**config.mk**
```make
export PLATFORM = sky130hd
export DESIGN_NAME = alert_resp_target
export DESIGN_NICKNAME = d
export VERILOG_FILES = /design/src/rtl/alert_pkg.sv /design/src/rtl/ara_bus_sense.sv /design/src/rtl/ara_resp_fsm.sv /design/src/rtl/alert_resp_target.sv
export SDC_FILE = /design/constraint.sdc
export NUM_CORES = 1
export LEC_CHECK = 0
export BUFFER_PORTS_ARGS = -buffer_cell sky130_fd_sc_hd__clkbuf_2
export CAP_MARGIN = 20
export CORE_UTILIZATION = 45
export CTS_BUF_LIST = sky130_fd_sc_hd__clkbuf_4 sky130_fd_sc_hd__clkbuf_8
export CTS_CLUSTER_DIAMETER = 100
export CTS_CLUSTER_SIZE = 40
export DETAILED_ROUTE_END_ITERATION = 6
export SLEW_MARGIN = 20
export SYNTH_ARGS = -nofsm -noshare
export SYNTH_HDL_FRONTEND = slang
export SYNTH_SLANG_ARGS = --single-unit
```
**constraint.sdc**
```tcl
create_clock -name clk -period 1.85 [get_ports clk]
set_input_delay 0.185 -clock clk [delete_from_list [all_inputs] [get_ports clk]]
set_output_delay 0.185 -clock clk [all_outputs]
set_load 0.02 [all_outputs]
```
**src/rtl/alert_pkg.sv**
```systemverilog
package alert_pkg;
    localparam int ADDR_W = 7;
    localparam int BYTE_W = ADDR_W + 1;
    localparam logic [ADDR_W-1:0] ARA_ADDR = 7'b0001100;

    typedef enum logic [2:0] {
        ST_IDLE,
        ST_ADDR,
        ST_ACK_DRIVE,
        ST_ACK_HOLD,
        ST_SEND,
        ST_HOSTACK,
        ST_WAIT
    } ara_state_e;
endpackage

```
**src/rtl/ara_bus_sense.sv**
```systemverilog
module ara_bus_sense (
    input  logic clk,
    input  logic rst_n,
    input  logic scl_i,
    input  logic sda_i,
    output logic scl_rise,
    output logic scl_fall,
    output logic start_det,
    output logic stop_det
);
    logic scl_q, sda_q;

    always_ff @(posedge clk or negedge rst_n) begin
        if (!rst_n) begin
            scl_q <= 1'b1;
            sda_q <= 1'b1;
        end else begin
            scl_q <= scl_i;
            sda_q <= sda_i;
        end
    end

    assign scl_rise  = scl_i & ~scl_q;
    assign scl_fall  = ~scl_i & scl_q;
    // data edges while the clock stays high
    assign start_det = scl_i & scl_q & sda_q & ~sda_i;
    assign stop_det  = scl_i & scl_q & ~sda_q & sda_i;
endmodule

```
**src/rtl/ara_resp_fsm.sv**
```systemverilog
module ara_resp_fsm
    import alert_pkg::*;
#(
    parameter logic [ADDR_W-1:0] DEV_ADDR = 7'h48
) (
    input  logic clk,
    input  logic rst_n,
    input  logic scl_rise,
    input  logic scl_fall,
    input  logic start_det,
    input  logic stop_det,
    input  logic sda_i,
    input  logic armed_i,
    input  logic hi_flag_i,
    output logic sda_pd_o,
    output logic irq_release_o
);
    localparam int CNT_W = $clog2(BYTE_W + 1);
    localparam int MSB   = BYTE_W - 1;

    ara_state_e        state_q, state_d;
    logic [CNT_W-1:0]  cnt_q;
    logic [BYTE_W-1:0] sh_q, resp_q;
    logic [BYTE_W-1:0] addr_byte;
    logic              last_bit, addr_hit, done, lost;

    assign addr_byte = {sh_q[BYTE_W-2:0], sda_i};
    assign last_bit  = (cnt_q == CNT_W'(BYTE_W - 1));
    assign done      = (cnt_q == CNT_W'(BYTE_W));
    assign addr_hit  = armed_i && (addr_byte == {ARA_ADDR, 1'b1});
    assign lost      = scl_rise && resp_q[MSB] && !sda_i;

    // next-state logic
    always_comb begin
        state_d = state_q;
        if (stop_det) begin
            state_d = ST_IDLE;
        end else if (start_det) begin
            state_d = ST_ADDR;
        end else begin
            unique case (state_q)
                ST_IDLE:      state_d = ST_IDLE;
                ST_ADDR:      if (scl_rise && last_bit)
                                  state_d = addr_hit ? ST_ACK_DRIVE : ST_WAIT;
                ST_ACK_DRIVE: if (scl_fall) state_d = ST_ACK_HOLD;
                ST_ACK_HOLD:  if (scl_fall) state_d = ST_SEND;
                ST_SEND:      if (lost) state_d = ST_WAIT;
                              else if (scl_fall && done) state_d = ST_HOSTACK;
                ST_HOSTACK:   if (scl_rise) state_d = ST_WAIT;
                ST_WAIT:      state_d = ST_WAIT;
                default:      state_d = ST_IDLE;
            endcase
        end
    end

    // state register and bit datapath
    always_ff @(posedge clk or negedge rst_n) begin
        if (!rst_n) begin
            state_q <= ST_IDLE;
            cnt_q   <= '0;
            sh_q    <= '0;
            resp_q  <= '0;
        end else begin
            state_q <= state_d;
            if (start_det) begin
                cnt_q <= '0;
            end else if (!stop_det) begin
                unique case (state_q)
                    ST_ADDR: if (scl_rise) begin
                        sh_q  <= addr_byte;
                        cnt_q <= cnt_q + CNT_W'(1);
                        if (last_bit) resp_q <= {DEV_ADDR, hi_flag_i};
                    end
                    ST_ACK_HOLD: if (scl_fall) cnt_q <= '0;
                    ST_SEND: begin
                        if (scl_rise) cnt_q <= cnt_q + CNT_W'(1);
                        if (scl_fall && !done) resp_q <= resp_q << 1;
                    end
                    default: ;
                endcase
            end
        end
    end

    // output register: SDA moves only on SCL fall
    always_ff @(posedge clk or negedge rst_n) begin
        if (!rst_n) begin
            sda_pd_o      <= 1'b0;
            irq_release_o <= 1'b0;
        end else begin
            irq_release_o <= 1'b0;
            if (start_det || stop_det) begin
                sda_pd_o <= 1'b0;
            end else begin
                unique case (state_q)
                    ST_ACK_DRIVE: if (scl_fall) sda_pd_o <= 1'b1;
                    ST_ACK_HOLD:  if (scl_fall) sda_pd_o <= ~resp_q[MSB];
                    ST_SEND:      if (scl_fall) sda_pd_o <= done ? 1'b0 : ~resp_q[MSB-1];
                    ST_HOSTACK: begin
                        sda_pd_o <= 1'b0;
                        if (scl_rise) irq_release_o <= 1'b1;
                    end
                    default:      sda_pd_o <= 1'b0;
                endcase
            end
        end
    end
endmodule

```
**src/rtl/alert_resp_target.sv**
```systemverilog
module alert_resp_target
    import alert_pkg::*;
#(
    parameter logic [ADDR_W-1:0] DEV_ADDR = 7'h48
) (
    input  logic clk,
    input  logic rst_n,
    input  logic scl_i,
    input  logic sda_i,
    input  logic latched_mode_i,
    input  logic irq_pending_i,
    input  logic hi_flag_i,
    output logic sda_pd_o,
    output logic irq_release_o
);
    logic scl_rise, scl_fall, start_det, stop_det;
    logic armed;

    assign armed = latched_mode_i & irq_pending_i;

    ara_bus_sense u_sense (
        .clk       (clk),
        .rst_n     (rst_n),
        .scl_i     (scl_i),
        .sda_i     (sda_i),
        .scl_rise  (scl_rise),
        .scl_fall  (scl_fall),
        .start_det (start_det),
        .stop_det  (stop_det)
    );

    ara_resp_fsm #(.DEV_ADDR(DEV_ADDR)) u_fsm (
        .clk           (clk),
        .rst_n         (rst_n),
        .scl_rise      (scl_rise),
        .scl_fall      (scl_fall),
        .start_det     (start_det),
        .stop_det      (stop_det),
        .sda_i         (sda_i),
        .armed_i       (armed),
        .hi_flag_i     (hi_flag_i),
        .sda_pd_o      (sda_pd_o),
        .irq_release_o (irq_release_o)
    );
endmodule

```
==> reports/summary.txt <==
status: completed
top layer in use: met4
die height: 57.9 um
maximum clock path buffer count: 2
pwr dens: 1390 nW/um2
final period utilization: 0.977
standard cell core area: 2850 um2
maximum resistive drop on vdd: 0.649 mV
Hold Vio Cnt, Final: 0
count of buffers from port buffering: 8
critical path fanouts, max: 7
area growth from synthesis to layout: 18.5%
minimum setup slack among reg-to-reg paths: 0.04 ns
final number of max-transition violations: 0
Max-slew headroom: 0.577
Setup-failing EPs final: 0
Avg Synthesized Cell Area: 10.5 um2
length of routed met2 wiring: 1210 um
fraction of final layout cells with drive strength greater than 1: 0.287
largest net degree at the start of global routing: 27
final net count: 167
number of vias in the routed layout: 1059
WHS Path Cells: 1
CTS sink cnt: 26
hold path startpoint: sda_i
root buffer selected by CTS: sky130_fd_sc_hd__clkbuf_4
Overall Global Routing Usage: 0.184
count of cell types in the netlist: 45
global-route wire length before repair: 4750 um
TritonRoute pass-1 iters: 4
clock latency reported for the late side of the worst-skew pair: 0.33 ns
final non-filler cell total: 188
number of cell rows: 19
cts bufs inserted: 3
sum of routed wire length over all layers: 2770 um
worst flop-to-flop path startpoint: u_sense.scl_q
Least-Margin Pin Slew: 0.634 ns
placed wire-length estimate after detailed placement: 1970 um
terminating pin of the worst hold path: u_sense.sda_q
DR WL met3: 112 um
type of the most critical hold path: input port to register
TritonCTS clock tree: built
summed instance area of the synthesized netlist: 1400 um2
standby leakage power: 0.741 nW
Initial Util: 0.492
data required time of the worst path: 2.06 ns
clock edge transition at the registers on the reported setup and hold paths: 0.16 ns
synth warn: 0
achievable clock frequency: 553 MHz
Die ar.: 3350 um2
Remaining Overflow, GRT: 0
length of routed wiring on met1: 1410 um
sequential share of the synthesized area: 0.465
number of antenna diodes: 0
H-tree level count: 1
width of the chip: 57.9 um
post-placement cell count: 179
data arrival time at the worst-slack endpoint: 2.02 ns
cell count of the worst reg-to-reg path: 4
kind of start point of the critical path: register
worst clock skew: 0.0193 ns
Initial DRC Count: 34
Final ANT Viol Nets: 0
net count after synthesis: 143
number of top-level design ports: 9
DR WL/cell: 14.8 um
Crit Path Category: register to register
fin util: 0.583
routability congestion estimate: 0.839
DRC violations left: 0
register bit count reported by yosys: 26
antenna violations before repair: 0
count of maximum capacitance violations: 0
unrepaired setup endpoints after global routing: true
sort of element at the end of the critical path: register
clock period minus worst slack: 1.81 ns
worst r2r dst: u_fsm.state_q[0]
number of global-route vias before repair: 1031
synthesized instance count: 134
Avg Vias per Cell: 5.63
[critical path: stages, from the launching register on]
cell and delay [ns]:
sky130_fd_sc_hd__dfstp_2 0.61, sky130_fd_sc_hd__and4bb_1 0.22, sky130_fd_sc_hd__a211o_1 0.31, sky130_fd_sc_hd__a41oi_1 0.18
sky130_fd_sc_hd__mux2_2 0.36
[stage by stage]
| step | hold slack [ns] | cell area (um2) | TNS, ns | worst slack [ns] | power [mW] |
|---|---|---|---|---|---|
| after floorplan | -0.111 | 1400 | 0 | 0.0462 | 1.59 |
| after global placement | 0.237 | 1540 | 0 | 0.0417 | 1.84 |
| after global routing | 0.0385 | 1660 | -0.106 | -0.0321 | 2.50 |
| after CTS | 0.0131 | 1630 | 0 | 0.0228 | 2.28 |
| after detailed placement | 0.252 | 1540 | -0.0301 | -0.0142 | 1.87 |
| final | 0.0298 | 1660 | 0 | 0.0420 | 2.32 |
[logic make-up after synthesis]
logic type               share of synthesized area
AND/OR/NAND/NOR                              0.221
flip-flops                                   0.465
AO/OA/AOI/OAI                                0.115
multiplexers                                 0.132
buffers and inverters                       0.0428
adder cells (fa/ha/maj)                     0.0178
XOR/XNOR                                   0.00624
[final cells by class]
| type | count | area (um2) |
|---|---|---|
| flip-flops and latches | 26 | 654 |
| inverters | 11 | 41.3 |
| well taps | 31 | 38.8 |
| clock buffers | 3 | 22.5 |
| clock inverters | 1 | 30.0 |
| multi-input cells | 93 | 699 |
| repair buffers | 23 | 178 |
| fillers | 231 | 1190 |
[flip-flops by register name, indices dropped and copies added (netlist names)]
name                 cells
u_fsm.cnt_q              4
u_fsm.irq_release_o      1
u_fsm.resp_q             8
u_fsm.sda_pd_o           1
u_fsm.sh_q               7
u_fsm.state_q            3
u_sense.scl_q            1
u_sense.sda_q            1
[layout by cell type (no fill, tap or decap), types with 4 or more instances in the layout]
cell                       netlist  final
sky130_fd_sc_hd__clkbuf_2        0      8
sky130_fd_sc_hd__nand2b_1        6      6
sky130_fd_sc_hd__nand3_1         6      6
sky130_fd_sc_hd__nor2_1          4      4
sky130_fd_sc_hd__mux2_2          8      8
sky130_fd_sc_hd__inv_1          11     11
sky130_fd_sc_hd__dfrtp_1        24     23
sky130_fd_sc_hd__buf_4           0     11
sky130_fd_sc_hd__nand2_1        16     16
sky130_fd_sc_hd__mux2i_1         5      5
[cells in the mapped netlist, drive strengths merged]
cell	count	area, um2
a2111oi	2	17.5
a211o	1	8.76
a211oi	2	27.5
a21o	1	7.51
a21oi	3	15.0
a22o	1	8.76
a31oi	1	6.26
a41oi	1	8.76
and2	1	6.26
and2b	2	15.0
and3	1	6.26
and4b	1	10.0
and4bb	1	12.5
buf	3	15.0
clkbuf	1	3.75
dfrtp	24	601
dfstp	2	52.6
ha	2	25.0
inv	11	41.3
mux2	11	135
mux2i	5	50.1
nand2	16	60.1
nand2b	6	37.5
nand3	7	40.0
nand3b	1	7.51
nand4	3	18.8
nand4b	1	8.76
nor2	4	15.0
nor2b	3	18.8
nor3	3	15.0
nor3b	1	12.5
nor4bb	2	20.0
o211ai	1	7.51
o21ai	2	10.0
o21ba	1	10.0
o221ai	1	8.76
o22ai	1	6.26
o32a	1	10.0
o41ai	1	8.76
or3	1	6.26
xnor2	1	8.76
[how the worst max path moves through the flow]
stage | startpoint | end | slack (ns) | depth (start not counted)
2_1_floorplan | u_fsm.cnt_q[0] | u_fsm.resp_q[0] | 0.05 | 6
3_3_place_gp | u_fsm.state_q[0] | u_fsm.resp_q[2] | 0.04 | 5
3_5_place_dp | u_fsm.cnt_q[1] | u_fsm.resp_q[5] | -0.01 | 7
4_1_cts | u_fsm.cnt_q[1] | u_fsm.resp_q[4] | 0.02 | 7
5_1_grt | u_sense.scl_q | u_fsm.state_q[0] | -0.03 | 4
6_report | u_sense.scl_q | u_fsm.state_q[0] | 0.04 | 4
[routing by layer]
layer | vias up | GRT usage
met5 | - | 0
met4 | 0 | 0.0680
met3 | 4 | 0.0246
met2 | 28 | 0.278
met1 | 503 | 0.271
li1 | 524 | -
[where the power goes]
part	leakage (nW)	internal, mW	total [mW]	switching (mW)
combinational	0.384	0.503	0.972	0.469
clock	0.0279	0.219	0.393	0.174
sequential	0.329	0.764	0.953	0.189
[what timing repair did]
item | in CTS | in global routing
buffers inserted | 1 | 2
pin swaps | 1 | 2
gates resized for setup | 0 | 6
hold buffers | 2 | 0
hold endpoints to repair | 25 | 0
endpoints found under the setup margin | 6 | 9
Power figures use the tool's default switching activity.
